**config.mk**
```make
export PLATFORM = sky130hd
export DESIGN_NAME = power_limiter
export DESIGN_NICKNAME = d
export VERILOG_FILES = /design/src/rtl/power_limiter.sv
export SDC_FILE = /design/constraint.sdc
export NUM_CORES = 1
export LEC_CHECK = 0
export ABC_AREA = 1
export BUFFER_PORTS_ARGS = -buffer_cell sky130_fd_sc_hd__buf_2
export CORE_MARGIN = 3
export CORE_UTILIZATION = 50
export CTS_CLUSTER_SIZE = 30
export DETAILED_ROUTE_END_ITERATION = 8
export GPL_TIMING_DRIVEN = 0
export PLACE_DENSITY = 0.81
export SLEW_MARGIN = 40
export SYNTH_ARGS = -nofsm -noshare
export SYNTH_HDL_FRONTEND = slang
export SYNTH_SLANG_ARGS = --single-unit
```
**constraint.sdc**
```tcl
create_clock -name clk -period 4.3 [get_ports clk]
set_input_delay 0.43 -clock clk [delete_from_list [all_inputs] [get_ports clk]]
set_output_delay 0.43 -clock clk [all_outputs]
set_load 0.01 [all_outputs]
```
**src/rtl/power_limiter.sv**
```systemverilog
module power_limiter #(
  parameter int PWR_W  = 16,
  parameter int DUTY_W = 8
) (
  input  logic              clk,
  input  logic              rst_n,
  input  logic              en,
  input  logic              pwr_vld,
  input  logic [PWR_W-1:0]  pwr,
  input  logic [PWR_W-1:0]  outer_lo,
  input  logic [PWR_W-1:0]  outer_hi,
  input  logic [PWR_W-1:0]  inner_lo,
  input  logic [PWR_W-1:0]  inner_hi,
  input  logic [DUTY_W-1:0] outer_up,
  input  logic [DUTY_W-1:0] outer_dn,
  input  logic [DUTY_W-1:0] inner_up,
  input  logic [DUTY_W-1:0] inner_dn,
  output logic [DUTY_W-1:0] duty
);
  localparam logic [DUTY_W-1:0] FULL = {DUTY_W{1'b1}};

  logic              above_outer, above_inner, below_outer, below_inner;
  logic              go_up, go_dn;
  logic [DUTY_W-1:0] step;
  logic [DUTY_W:0]   sum, diff;
  logic [DUTY_W-1:0] nxt;

  assign above_outer = pwr > outer_hi;
  assign above_inner = pwr > inner_hi;
  assign below_outer = pwr < outer_lo;
  assign below_inner = pwr < inner_lo;

  assign go_dn = above_inner;
  assign go_up = !above_inner && below_inner;

  always_comb begin
    if (above_outer)      step = outer_dn;
    else if (above_inner) step = inner_dn;
    else if (below_outer) step = outer_up;
    else                  step = inner_up;
  end

  assign sum  = {1'b0, duty} + {1'b0, step};
  assign diff = {1'b0, duty} - {1'b0, step};

  always_comb begin
    if (go_dn)      nxt = diff[DUTY_W] ? '0 : diff[DUTY_W-1:0];
    else if (go_up) nxt = sum[DUTY_W] ? FULL : sum[DUTY_W-1:0];
    else            nxt = duty;
  end

  always_ff @(posedge clk) begin
    if (!rst_n || !en) duty <= FULL;
    else if (pwr_vld)  duty <= nxt;
  end
endmodule

```
==> flow_metrics.tcl, run 1 <==
set metrics [dict create \
    htreeDepth 1 \
    clkSinkCount 8 \
    final_common_cell "nand2_1" \
    top_register "duty" \
    vias 3883 \
    synth_seq_area_share_pct 4.87 \
    critPathLaunchType "input pin" \
    dieHeight_um 87.1 \
    ys_ff_latch 8 \
    syn_inst 558 \
    maxSlewViolCount 0 \
    yosys_warnings 0 \
    antenna_found_initial 0 \
    design.core.area_mm2 0.00613 \
    r2r-start "duty[0]" \
    mostFrequentLayoutCells "nand2_1, buf_2, inv_1" \
    crit_path_end "duty[4]" \
    worst_slack_ns 0.600 \
    rows 28 \
    setup_viol 0 \
    top_regs "duty: 8 flops" \
    layout_min_cycle_time_ns 3.70 \
    wl_per_cell_um 12.2 \
    drc 0 \
    largest_reg_flops 8 \
    fmax_mhz 270 \
    cp_max_fo 9 \
    min-delay-start "pwr_vld" \
    yosysTopAreaCell "ha_1" \
    finalCritPeriodShare_pct 86.0 \
    drive_gt1_share_pct 22.1 \
    nets 883 \
    synth_area_mm2 0.00329 \
    rsz0062_at_grt "false" \
    timing_worst_setup_path_type "in2reg" \
    rrSetupSlack_ns 2.06 \
    multi_input_area_mm2 0.00259 \
    hold_path_class "in2reg" \
    grt_pass1_wl_um 15400 \
    dp.final_hpwl_um 8160 \
    pin_count 124 \
    synth_nets 755 \
    clockRootBuffer "clkbuf_8" \
    r2r-end "duty[4]" \
    grt_max_degree 11 \
    post-place-ws_ns 0.430 \
    slew_headroom_pct 65.3 \
    detail-route-antenna-nets 0 \
    gr-total-overflow 0 \
    postCtsResizedCells 0 \
    drtPass1Iterations 5 \
    cp.arrival_ns 3.80 \
    ir_drop_mv 0.173 \
    ff_latch_area_um2 160 \
    startpoint "pwr[5]" \
    synthTopCellsByArea "ha_1, nand2_1, inv_1" \
    crit_required_ns 4.40 \
    yosys.area.top_type_share_pct 30.0 \
    clk_pin_slew_worst_paths_ns 0.04 \
    n_antenna_cell 0 \
    globalplace.congestion 0.942 \
    p_leak_nw 2.58 \
    outcome "finished clean" \
    dieWidth_um 87.1 \
    vias_per_cell 5.12 \
    nFillCells 571 \
    wl_um 9260 \
    clock_latency_ns 0.22 \
    die_area_mm2 0.00759 \
    cts_buffers 3 \
    clk_path_buf_depth 2 \
    grt_use_total_pct 24.5 \
    cellPowerDensity_mw_per_mm2 213 \
    area_growth_pct 22.8 \
    worst_pin_slew_ns 0.521 \
    final_hold_viol_count 0 \
    io_buffers 123 \
    cts_hold_buffers 0 \
    setup_tns_ns 0 \
    reg2regPathDepth 13 \
    cts_tree "done" \
    drtIter0Drc 219 \
    initial_core_util_pct 53.7 \
    synth_cell_types 33 \
    synth.avg_cell_area_um2 5.90 \
    cap_violations 0 \
    cts_setup_buffers 0 \
    grt_pass1_vias 3682 \
    end_kind "flop" \
    fin_skew_ns 0.000470 \
    power_uw 863 \
]
## how the worst min path moves through the flow
stage,cells after the start,endpoint
6_report,3,duty[0]
5_1_grt,3,duty[0]
4_1_cts,3,duty[0]
3_5_place_dp,2,duty[6]
3_3_place_gp,2,duty[0]
2_1_floorplan,2,duty[0]
## where the power goes
part | switching, mW | leakage (nW) | internal, mW
Sequential | 0.00703 | 0.0656 | 0.0799
Clock | 0.0272 | 0.0216 | 0.0604
Combinational | 0.411 | 2.50 | 0.278
Total | 0.445 | 2.58 | 0.418
## kinds of logic (layout without fill, tap and decap cells)
| kind of cell | count (synthesis) | count (layout) | share of synthesized area, % |
|---|---|---|---|
| AOI/OAI and AO/OA | 79 | 79 | 13.2 |
| xor gates and xnor gates | 4 | 4 | 1.06 |
| adders and majority gates | 81 | 81 | 31.2 |
| buffers and inverters | 133 | 259 | 16.4 |
| DFF | 8 | 8 | 4.86 |
| and+or+nand+nor | 253 | 253 | 33.2 |
## routing by layer
metal | share of wire (%) | global-route usage (%)
met1 | 45 | 31.3
met2 | 46 | 44.2
met3 | 7.3 | 2.46
met4 | 2.0 | 5.58
met5 | 0 | 0
## synth_stat cells
cell / n
o21a_1: 2
nand3_1: 52
or2_0: 1
o21bai_1: 2
nor4_2: 1
a21oi_2: 1
xnor2_1: 1
a21oi_4: 2
o21ai_0: 15
or2_1: 2
o21ai_1: 10
dfxtp_1: 8
buf_4: 2
clkbuf_1: 1
nand3b_1: 1
inv_1: 120
a21o_1: 1
ha_1: 79
or2_2: 1
nor2_1: 28
nand3_2: 1
fa_1: 2
xor2_1: 3
nor2_2: 3
buf_2: 3
inv_2: 3
and2_1: 1
nand2_1: 143
buf_6: 4
nand4_1: 9
nor3_1: 6
a21oi_1: 46
nand2_2: 4
## cell type report
cell class | count | area share, %
multi-input cells | 417 | 64.1
well taps | 75 | 2.32
plain buffers | 10 | 1.95
flip-flops and latches | 8 | 3.96
inverters | 123 | 11.4
repair buffers | 123 | 15.2
clock buffers | 3 | 1.02
## worst max-delay path, cell delays in order
cell,delay [ns]
buf_2,0.13
ha_1,0.32
a21oi_1,0.15
nor2_1,0.05
nor3_1,0.13
nand2_1,0.08
nand2_1,0.28
nand2_2,0.22
nand2_1,0.12
nand3_1,0.07
a21oi_1,0.29
ha_1,0.30
inv_1,0.07
fa_1,0.38
inv_1,0.10
nand3_1,0.07
nand2_1,0.15
xnor2_1,0.14
nand2_1,0.07
nand2_1,0.07
o21ai_1,0.06
nand2_1,0.08
nand3_2,0.05
## stage by stage
| step | std cells | utilization, % | cell area [µm²] | hold WS [ns] |
|---|---|---|---|---|
| final | 759 | 65.9 | 4040 | 0.497 |
| after global routing | 759 | 65.9 | 4040 | 0.529 |
| after CTS | 759 | 65.9 | 4040 | 0.491 |
| after detailed placement | 756 | 65.3 | 4000 | 0.531 |
| after global placement | 756 | 65.3 | 4000 | 0.513 |
| after floorplan | 558 | - | 3290 | 0.532 |
No activity file was read; power rests on OpenSTA's default activity.
==> run 2: changes to the inputs <==
Settings changed: MAX_ROUTING_LAYER set to met4.
==> flow_metrics.tcl, run 2 (synthesis gave the netlist of run 1 again) <==
set metrics [dict create \
    power_uw 863 \
    cts_tree "done" \
    outcome "finished clean" \
    grt_max_degree 11 \
    clk_path_buf_depth 2 \
    worstPathCellList "buf_2 -> ha_1 -> a21oi_1 -> nor2_1 -> nor3_1 -> nand2_1 -> nand2_1 -> nand2_2 -> nand2_1 -> nand3_1 -> a21oi_1 -> ha_1 -> inv_1 -> fa_1 -> inv_1 -> nand3_1 -> nand2_1 -> xnor2_1 -> nand2_1 -> nand2_1 -> o21ai_1 -> nand2_1 -> nand3_2" \
    dieWidth_um 87.1 \
    finalCritPeriodShare_pct 85.3 \
    post-place-ws_ns 0.432 \
    worst-path-buf-inv 3 \
    postCtsResizedCells 0 \
    htreeDepth 1 \
    fin_skew_ns 0.000866 \
    gr-total-overflow 0 \
    cellPowerDensity_mw_per_mm2 214 \
    area_growth_pct 22.8 \
    place_area_mm2 0.00400 \
    largest_reg_flops 8 \
    drtPass1Iterations 5 \
    rsz0062_at_grt "false" \
    vias 3894 \
    die_area_mm2 0.00759 \
    final_hold_viol_count 0 \
    drive_gt1_share_pct 22.1 \
    pin_count 124 \
    layout_min_cycle_time_ns 3.67 \
    slew_headroom_pct 63.9 \
    crit_family "simple AND/OR/NAND/NOR gates" \
    dieHeight_um 87.1 \
    ir_drop_mv 0.178 \
    nets 883 \
    drtIter0Drc 149 \
    cap_violations 0 \
    worst_pin_slew_ns 0.541 \
    cp_max_fo 9 \
    grt_pass1_wl_um 15600 \
    final_common_cell "nand2_1" \
    fmax_mhz 272 \
    end_kind "flop" \
    cts_hold_buffers 0 \
    hold_path_class "in2reg" \
    crit_required_ns 4.40 \
    wl_um 9350 \
    cp_slowest_cell "fa_1" \
    timing_worst_setup_path_type "in2reg" \
    worst_slack_ns 0.630 \
    detail-route-antenna-nets 0 \
    dp.final_hpwl_um 8240 \
    drc 0 \
    critPathMaxStageDelay_ns 0.38 \
    wl_per_cell_um 12.3 \
    maxSlewViolCount 0 \
    grt_pass1_vias 3714 \
    clock_latency_ns 0.23 \
    top_regs "duty: 8 flops" \
    clk_pin_slew_worst_paths_ns 0.04 \
    rows 28 \
    io_buffers 123 \
    cpMostUsedCell "nand2_1" \
    setup_tns_ns 0 \
    n_antenna_cell 0 \
    cts_buffers 3 \
    clkSinkCount 8 \
    vias_per_cell 5.13 \
    cts_setup_buffers 0 \
    p_leak_nw 2.58 \
    top_register "duty" \
    setup_viol 0 \
    critPathLaunchType "input pin" \
    mostFrequentLayoutCells "nand2_1, buf_2, inv_1" \
    grt_use_total_pct 25.7 \
    initial_core_util_pct 53.7 \
    antenna_found_initial 0 \
    design.core.area_mm2 0.00613 \
    holdWs_ns 0.503 \
    design_area_mm2 0.00404 \
    cp.arrival_ns 3.77 \
    globalplace.congestion 0.957 \
    clockRootBuffer "clkbuf_8" \
]
[run 2: cell counts in the layout (fill, tap and decap cells not counted)]
Identical to the previous run, type by type.
[run 2: final cells by class]
type                            instances  area, µm²
Sequential cell                         8        160
Multi-Input combinational cell        417       2590
Inverter                              123        462
Timing Repair Buffer                  123        616
Fill cell                             601       2090
Tap cell                               75       93.8
Buffer                                 10       78.8
Clock buffer                            3       41.3
[run 2: worst register-to-register path, delay by kind of cell (launching register included)]
| kind | cells | cell delay, ns |
|---|---|---|
| adders and majority gates | 2 | 0.63 |
| buffers and inverters | 3 | 0.25 |
| AOI/OAI and AO/OA | 1 | 0.14 |
| DFF | 1 | 0.37 |
| and+or+nand+nor | 7 | 0.76 |
[run 2: path summary, 6_finish.rpt]
check             slack (ns)  cells past startpoint    start      end
hold / removal          0.50                      3  pwr_vld  duty[0]
setup reg to reg        2.08                     13  duty[0]  duty[4]
setup / recovery        0.63                     23   pwr[5]  duty[4]
hold reg to reg         0.53                      2  duty[6]  duty[6]
[run 2: where the power goes]
part           total (mW)  internal, mW  switching [mW]
Sequential         0.0868        0.0799         0.00695
Clock              0.0895        0.0606          0.0289
Combinational       0.687         0.278           0.409
[run 2: routing by layer]
metal | share of wire, % | vias up | global-route usage [%]
li1 | - | 2032 | -
met1 | 44 | 1666 | 31.6
met2 | 45 | 165 | 43.6
met3 | 7.4 | 31 | 3.31
met4 | 3.2 | 0 | 7.81
met5 | 0 | - | -
[run 2: metrics by stage]
stage	utilization, %	std cells
after global routing	65.9	759
after global placement	65.3	756
final	65.9	759
after CTS	65.9	759
after detailed placement	65.3	756
after floorplan	-	558
==> run 3: changes to the inputs <==
Settings changed: CORE_UTILIZATION 50 to 52, PLACE_DENSITY 0.81 to 0.84.
==> flow_metrics.tcl, run 3 (synthesis gave the netlist of run 1 again) <==
set metrics [dict create \
    p_leak_nw 2.58 \
    startpoint "pwr[5]" \
    reg2regPathDepth 13 \
    cp_max_fo 9 \
    maxSlewViolCount 0 \
    worst_pin_slew_ns 0.510 \
    final_common_cell "nand2_1" \
    mostFrequentLayoutCells "nand2_1, buf_2, inv_1" \
    detail-route-antenna-nets 0 \
    grt_pass1_vias 3791 \
    area_growth_pct 22.8 \
    worstPathCellList "buf_2 -> ha_1 -> a21oi_1 -> nor2_1 -> nor3_1 -> nand2_1 -> nand2_1 -> nand2_2 -> nand2_1 -> nand3_1 -> a21oi_1 -> ha_1 -> inv_1 -> fa_1 -> inv_1 -> nand3_1 -> nand2_1 -> a21oi_4 -> nand3_1 -> nand2_1 -> o21ai_0 -> nand2_1 -> nand3_1" \
    largest_reg_flops 8 \
    critPathLaunchType "input pin" \
    setup_tns_ns 0 \
    cellPowerDensity_mw_per_mm2 213 \
    worst_slack_ns 0.652 \
    post-place-ws_ns 0.484 \
    drtIter0Drc 168 \
    end_kind "flop" \
    vias_per_cell 5.14 \
    cts_buffers 3 \
    slew_headroom_pct 66.0 \
    design.core.area_mm2 0.00603 \
    power_uw 862 \
    vias 3899 \
    cap_violations 0 \
    nets 883 \
    cts_hold_buffers 0 \
    rsz0062_at_grt "false" \
    r2r-start "duty[0]" \
    cpMostUsedCell "nand2_1" \
    final_hold_viol_count 0 \
    layout_min_cycle_time_ns 3.65 \
    cp_slowest_cell "fa_1" \
    drive_gt1_share_pct 22.1 \
    postCtsResizedCells 0 \
    io_buffers 123 \
    clkSinkCount 8 \
    grt_max_degree 11 \
    ir_drop_mv 0.216 \
    finalCritPeriodShare_pct 84.8 \
    grt_use_total_pct 26.5 \
    cp.arrival_ns 3.82 \
    holdWs_ns 0.496 \
    grt_pass1_wl_um 15700 \
    wl_per_cell_um 12.1 \
    antenna_found_initial 0 \
    htreeDepth 1 \
    outcome "finished clean" \
    critPathMaxStageDelay_ns 0.39 \
    pin_count 124 \
    setup_viol 0 \
    timing_worst_setup_path_type "in2reg" \
    drc 0 \
    die_area_mm2 0.00732 \
    clock_latency_ns 0.23 \
    rrSetupSlack_ns 2.16 \
    r2r-end "duty[1]" \
    top_register "duty" \
    n_antenna_cell 0 \
    crit_path_end "duty[5]" \
    clockRootBuffer "clkbuf_8" \
    dieWidth_um 85.6 \
    clk_path_buf_depth 2 \
    crit_required_ns 4.47 \
    hold_path_class "in2reg" \
    globalplace.congestion 0.965 \
    top_regs "duty: 8 flops" \
    drtPass1Iterations 5 \
    initial_core_util_pct 54.6 \
    fmax_mhz 274 \
    cts_tree "done" \
    final_util_pct 67.1 \
    clk_pin_slew_worst_paths_ns 0.04 \
    rows 28 \
    fin_skew_ns 0.000897 \
    gr-total-overflow 0 \
    dieHeight_um 85.6 \
    dp.final_hpwl_um 8100 \
    wl_um 9210 \
    cts_setup_buffers 0 \
]
==> run 3: cell counts in the layout (fill, tap and decap cells not counted) <==
No cell type changed its count.
==> run 3: stage by stage <==
step	cell area [µm²]	instances
2_1_floorplan	3290	558
3_3_place_gp	4000	756
3_5_place_dp	4000	756
4_1_cts	4040	759
5_1_grt	4040	759
6_report	4040	759
==> run 3: metal layers <==
layer,routed length [µm],up-vias,track usage (%)
li1,-,2035,-
met1,3840,1704,30.1
met2,4500,144,48.0
met3,687,16,4.42
met4,189,0,7.05
met5,0,-,-
==> run 3: where the power goes <==
part	switching, mW	internal, mW	total, mW
clock network	0.0305	0.0607	0.0913
logic	0.406	0.278	0.684
registers	0.00689	0.0799	0.0868
==> run 3: worst min path at each step <==
stage,startpoint,slack (ns),end,depth (start not counted)
floorplan,duty[0],0.53,duty[0],2
global placement,duty[7],0.51,duty[7],2
detailed placement,duty[0],0.52,duty[0],2
CTS,pwr_vld,0.51,duty[0],3
global route,pwr_vld,0.54,duty[0],3
finish,pwr_vld,0.50,duty[0],3
==> run 3: critical path: cells and delay by family <==
kind / cells / cell delay (ns)
buf+inv: 3 / 0.30
fa+ha+maj: 3 / 0.97
simple gates: 13 / 1.48
compound gates: 4 / 0.64
==> run 3: layout make-up <==
class | count | area, µm²
Multi-Input combinational cell | 417 | 2590
Fill cell | 572 | 1980
Timing Repair Buffer | 123 | 616
Inverter | 123 | 462
Sequential cell | 8 | 160
Tap cell | 75 | 93.8
Buffer | 10 | 78.8
Clock buffer | 3 | 41.3
